==> config.mk <==
export PLATFORM = sky130hd
export DESIGN_NAME = frac_clk_div
export DESIGN_NICKNAME = d
export VERILOG_FILES = /design/src/rtl/frac_div_pkg.sv /design/src/rtl/frac_div_accum.sv /design/src/rtl/frac_div_shape.sv /design/src/rtl/frac_clk_div.sv
export SDC_FILE = /design/constraint.sdc
export NUM_CORES = 1
export LEC_CHECK = 0
export ABC_CLOCK_PERIOD_IN_PS = 4700
export BUFFER_PORTS_ARGS = -buffer_cell sky130_fd_sc_hd__buf_2
export CORE_MARGIN = 2
export CORE_UTILIZATION = 35
export DETAILED_ROUTE_END_ITERATION = 7
export HOLD_SLACK_MARGIN = 0.15
export PLACE_DENSITY_LB_ADDON = 0.12
export SKIP_LAST_GASP = 1
export SLEW_MARGIN = 20
export SYNTH_ARGS = -nofsm -noshare
export SYNTH_HDL_FRONTEND = slang
export SYNTH_SLANG_ARGS = --single-unit
==> constraint.sdc <==
create_clock -name clk_i -period 4.7 [get_ports clk_i]
set_clock_uncertainty 0.1 [all_clocks]
set_input_delay 0.235 -clock clk_i [delete_from_list [all_inputs] [get_ports clk_i]]
set_output_delay 0.235 -clock clk_i [all_outputs]
set_load 0.02 [all_outputs]
==> src/rtl/frac_div_pkg.sv <==
package frac_div_pkg;
  localparam int unsigned DEF_NUM      = 3;
  localparam int unsigned DEF_DEN      = 13;
  localparam int unsigned DEF_HIGH_CYC = 2;
  // Start phase chosen so the wraps fall on clocks 4, 8, 13.
  localparam int unsigned DEF_ACC_INIT = 2;

  function automatic int unsigned acc_width(input int unsigned num, input int unsigned den);
    return $clog2(num + den);
  endfunction
endpackage

==> src/rtl/frac_div_accum.sv <==
module frac_div_accum
  import frac_div_pkg::*;
#(
  parameter int unsigned NUM      = DEF_NUM,
  parameter int unsigned DEN      = DEF_DEN,
  parameter int unsigned ACC_INIT = DEF_ACC_INIT
) (
  input  logic clk_i,
  input  logic rst_ni,
  input  logic en_i,
  output logic wrap_o
);
  localparam int unsigned ACC_W = acc_width(NUM, DEN);

  logic [ACC_W-1:0] acc_q;
  logic [ACC_W-1:0] sum;
  logic [ACC_W-1:0] acc_d;

  assign sum    = acc_q + ACC_W'(NUM);
  assign wrap_o = (sum >= ACC_W'(DEN));
  assign acc_d  = wrap_o ? (sum - ACC_W'(DEN)) : sum;

  always_ff @(posedge clk_i or negedge rst_ni) begin
    if (!rst_ni)   acc_q <= ACC_W'(ACC_INIT);
    else if (en_i) acc_q <= acc_d;
  end

  // phase stays inside the modulus
  p_acc_bound_r1: assert property (@(posedge clk_i) disable iff (!rst_ni)
    acc_q < ACC_W'(DEN));

  // at least 2 clocks between enabled wraps (NUM < DEN/2)
  p_wrap_gap_r2: assert property (@(posedge clk_i) disable iff (!rst_ni)
    (wrap_o && en_i) |=> !wrap_o);

  // phase frozen while idle
  p_acc_hold_r7: assert property (@(posedge clk_i) disable iff (!rst_ni)
    !en_i |=> $stable(acc_q));
endmodule

==> src/rtl/frac_div_shape.sv <==
module frac_div_shape
  import frac_div_pkg::*;
#(
  parameter int unsigned HIGH_CYC = DEF_HIGH_CYC
) (
  input  logic clk_i,
  input  logic rst_ni,
  input  logic en_i,
  input  logic wrap_i,
  output logic clk_o,
  output logic stb_o
);
  localparam int unsigned HC_W = $clog2(HIGH_CYC + 1);

  logic [HC_W-1:0] hcnt_q;

  // HIGH_CYC must stay below floor(DEN/NUM) so each high phase ends before the next wrap.
  always_ff @(posedge clk_i or negedge rst_ni) begin
    if (!rst_ni) begin
      clk_o  <= 1'b0;
      stb_o  <= 1'b0;
      hcnt_q <= '0;
    end else if (!en_i) begin
      stb_o  <= 1'b0;
    end else if (wrap_i) begin
      clk_o  <= 1'b1;
      stb_o  <= 1'b1;
      hcnt_q <= HC_W'(HIGH_CYC - 1);
    end else begin
      stb_o  <= 1'b0;
      if (hcnt_q != '0) hcnt_q <= hcnt_q - 1'b1;
      else              clk_o  <= 1'b0;
    end
  end

  p_stb_on_rise_r5: assert property (@(posedge clk_i) disable iff (!rst_ni)
    stb_o |-> $rose(clk_o));

  p_rise_has_stb_r5: assert property (@(posedge clk_i) disable iff (!rst_ni)
    $rose(clk_o) |-> stb_o);

  p_stb_single_r5: assert property (@(posedge clk_i) disable iff (!rst_ni)
    stb_o |=> !stb_o);

  p_high_two_r4: assert property (@(posedge clk_i) disable iff (!rst_ni)
    stb_o |=> clk_o);

  p_idle_hold_r7: assert property (@(posedge clk_i) disable iff (!rst_ni)
    !en_i |=> ($stable(clk_o) && !stb_o));
endmodule

==> src/rtl/frac_clk_div.sv <==
module frac_clk_div
  import frac_div_pkg::*;
#(
  parameter int unsigned NUM      = DEF_NUM,
  parameter int unsigned DEN      = DEF_DEN,
  parameter int unsigned HIGH_CYC = DEF_HIGH_CYC,
  parameter int unsigned ACC_INIT = DEF_ACC_INIT
) (
  input  logic clk_i,
  input  logic rst_ni,
  input  logic en_i,
  output logic clk_o,
  output logic stb_o
);
  logic wrap;

  frac_div_accum #(
    .NUM      (NUM),
    .DEN      (DEN),
    .ACC_INIT (ACC_INIT)
  ) u_accum (
    .clk_i  (clk_i),
    .rst_ni (rst_ni),
    .en_i   (en_i),
    .wrap_o (wrap)
  );

  frac_div_shape #(
    .HIGH_CYC (HIGH_CYC)
  ) u_shape (
    .clk_i  (clk_i),
    .rst_ni (rst_ni),
    .en_i   (en_i),
    .wrap_i (wrap),
    .clk_o  (clk_o),
    .stb_o  (stb_o)
  );

  // nothing toggles in the first clock after reset release
  p_reset_low_r6: assert property (@(posedge clk_i) disable iff (!rst_ni)
    $rose(rst_ni) |-> (!clk_o && !stb_o));
endmodule

==> run summary <==
Startpoint type of the worst setup path = register
Synthesis-stage register bit count = 8
Fraction of synthesized cell area taken by the top area cell type = 32.9%
Clock Power Share = 12.7%
Max H-tree Level = 1
Final antenna diode count = 0
Type of the setup path with the least slack = register to register
Max-cap violations = 0
DRC = 0
Internal power component = 254 uW
Vias per Instance = 5.17
Number of setup violations in the final report = 0
Cell type with the largest total area after synthesis = sky130_fd_sc_hd__dfrtp_1
Max stage delay cell, worst path = sky130_fd_sc_hd__dfstp_2
Switch Pwr = 214 uW
HPWL after DPL = 716 um
Clock period minus worst slack = 2.17 ns
Core area = 1470 um^2
Worst Slack Setup Final = 2.53 ns
Post-synthesis async set-or-reset flop share = 100%
Power density over the cells = 775 nW/um^2
Final weighted congestion in routability-driven placement = 0.723
Die boundary height = 43.0 um
Row count = 14
RSZ-0062 raised after global routing = false
Flop pwr share = 31.2%
Cell family contributing the most delay on the critical path = simple AND/OR/NAND/NOR gates
DRT antenna net count = 0
Buffer type at the clock tree root = sky130_fd_sc_hd__clkbuf_4
Worst Max-Slew Pin Slew = 0.382 ns
Ratio of cells with drive above 1 in the final layout = 16.9%
Clk pin slew, worst setup/hold paths = 0.06 ns
Count of pins on the block boundary = 5
Crit. End Element = register
GRT Residual Overflow = 0
Setup TNS = 0 ns
Worst min-delay path category = primary input to async pin
Post-synthesis to final-layout area growth = 13.4%
Register-to-Register Path Depth = 6
Gates resized, CTS repair = 0
Top flip-flop cell by instance count after synthesis = sky130_fd_sc_hd__dfrtp_1
Largest net degree at the start of global routing = 17
Average detailed-routed wire length per instance = 12.7 um
PnR Total Power = 468 uW
Quantity of I/O buffers inserted on ports = 4
Required time of the critical path = 4.79 ns
Max Transition Viols Final = 0
Worst vdd rail ir drop = 0.000311 V
Most used cells in the layout excluding fill and tap cells = sky130_fd_sc_hd__dfrtp_1, sky130_fd_sc_hd__inv_1, sky130_fd_sc_hd__nor2_1
CP Cell Sequence = inv_1 -> ha_1 -> nor3b_4 -> o22ai_2 -> or4_1 -> a31o_1
Sequential fraction of the synthesis area = 37.8%
Gate power share = 56.0%
Post-synth EDFFs = 0
Number of antenna violations at the first check in global routing = 0
Arrival time at the worst endpoint = 2.26 ns
Global router's overall resource usage = 13.1%
Number of distinct library cells after synthesis = 28
TritonCTS clock tree = yes
Largest incremental delay on the critical path = 0.57 ns
Gate count after technology mapping = 57
Rel. slew slack = 74.5%
Detailed Routing Iterations Pass 1 = 3
Period Utilization, post-route = 46.1%
Leading cell type in the layout, fill and taps excluded = sky130_fd_sc_hd__dfrtp_1
Insertion delay of the later-clocked pin in the worst-skew pair = 0.26 ns
Setup Slack @ Placement = 2.55 ns
Final Hold Viols = 0
Logic depth of the worst path, buffers included = 6
Via count = 419
Via count of the first global-routing pass = 364
Worst slack on hold paths = 0.244 ns
Net count of the mapped netlist = 64
Top post-synthesis cells by area = sky130_fd_sc_hd__dfrtp_1, sky130_fd_sc_hd__ha_1, sky130_fd_sc_hd__dfstp_2, sky130_fd_sc_hd__inv_1, sky130_fd_sc_hd__o211ai_1
Average size of a mapped cell = 9.35 um^2
Die area = 1850 um^2
DRT Wirelength = 1.03 mm
Number of buffers created by CTS = 3
Cell leakage power = 0.000270 uW
Number of nets in the final layout = 73
Die extent in x = 43.0 um
Detailed Route Iter0 Violations = 8
Highest clock rate = 462 MHz
Worst Path Max Fanout = 9
Buf/Inv on CP = 1
Netlist Area Pre-Place = 533 um^2
Initial Utilization = 36.2%
Count of yosys warnings during synthesis = 0
Wire length of the first global-routing pass = 1.76 mm
Switching share of power = 45.7%
Run status = complete, no violations
Sinks on the clock net = 8
Deepest clock path buffer count = 2
-- metal layers --
layer  vias to the layer above  GRT usage [%]  share of wire, %
met5                         -              0                 0
met4                         0           1.82                 0
met3                         0           7.66               5.6
met2                         7           18.5                44
met1                       191           17.8                50
li1                        221              -                 -
-- power by group through the flow --
stage,registers (uW),clock network [uW],logic (uW)
2_1_floorplan,149,0,203
3_3_place_gp,148,0,262
3_5_place_dp,148,0,262
4_1_cts,146,62.1,264
5_1_grt,153,65.7,299
6_report,146,59.7,262
-- metrics by stage --
stage          area (um^2)  utilization, %  cells
2_1_floorplan          533               -     57
3_3_place_gp           568            38.6     76
3_5_place_dp           568            38.6     76
4_1_cts                604            41.1     81
5_1_grt                604            41.1     81
6_report               604            41.1     81
-- area by class of cell --
type	instances	area, um^2
clock buffer	4	26.3
fill	151	867
inverter	6	22.5
multi-input combinational	42	304
sequential	8	201
tap	16	20.0
timing repair buffer	5	30.0
-- cells in the mapped netlist, types with 2 or more instances --
cell type,instances
sky130_fd_sc_hd__inv_1,6
sky130_fd_sc_hd__dfrtp_1,7
sky130_fd_sc_hd__o21ai_0,3
sky130_fd_sc_hd__o211ai_1,3
sky130_fd_sc_hd__a21oi_1,2
sky130_fd_sc_hd__nand2_1,3
sky130_fd_sc_hd__or3_1,2
sky130_fd_sc_hd__nor2_1,5
sky130_fd_sc_hd__nor2b_1,2
sky130_fd_sc_hd__a22o_1,2
sky130_fd_sc_hd__ha_1,4
sky130_fd_sc_hd__and2_1,2
-- worst paths after layout --
kind | start | endpoint | slack, ns
min in group clk_i | en_i | u_accum.acc_q[3] | 0.27
min | rst_ni | u_shape.stb_o | 0.24
min reg2reg | u_shape.clk_o | u_shape.clk_o | 0.41
max | u_accum.acc_q[1] | u_accum.acc_q[1] | 2.53
max in group asynchronous | rst_ni | u_accum.acc_q[1] | 4.01
max reg2reg | u_accum.acc_q[1] | u_accum.acc_q[1] | 2.53
-- timing repair --
| action | in CTS | in global routing |
|---|---|---|
| hold endpoints to repair | 8 | 0 |
| buffers inserted | 0 | 0 |
| hold buffers | 1 | 0 |
-- state kept, by name, summed over array words and instances, names as in the netlist --
signal / count
u_shape.stb_o: 1
u_shape.hcnt_q: 2
u_shape.clk_o: 1
u_accum.acc_q: 4
-- cell families (layout without fill, tap and decap cells) --
group / after synthesis / count (layout) / synth area share, %
buffers and inverters: 7 / 15 / 5.16
flip-flops: 8 / 8 / 37.8
AO/OA/AOI/OAI: 19 / 19 / 25.6
adder cells (fa/ha/maj): 4 / 4 / 9.39
XOR/XNOR: 2 / 2 / 3.29
AND/OR/NAND/NOR: 17 / 17 / 18.8
(Power assumes the default switching activity.)
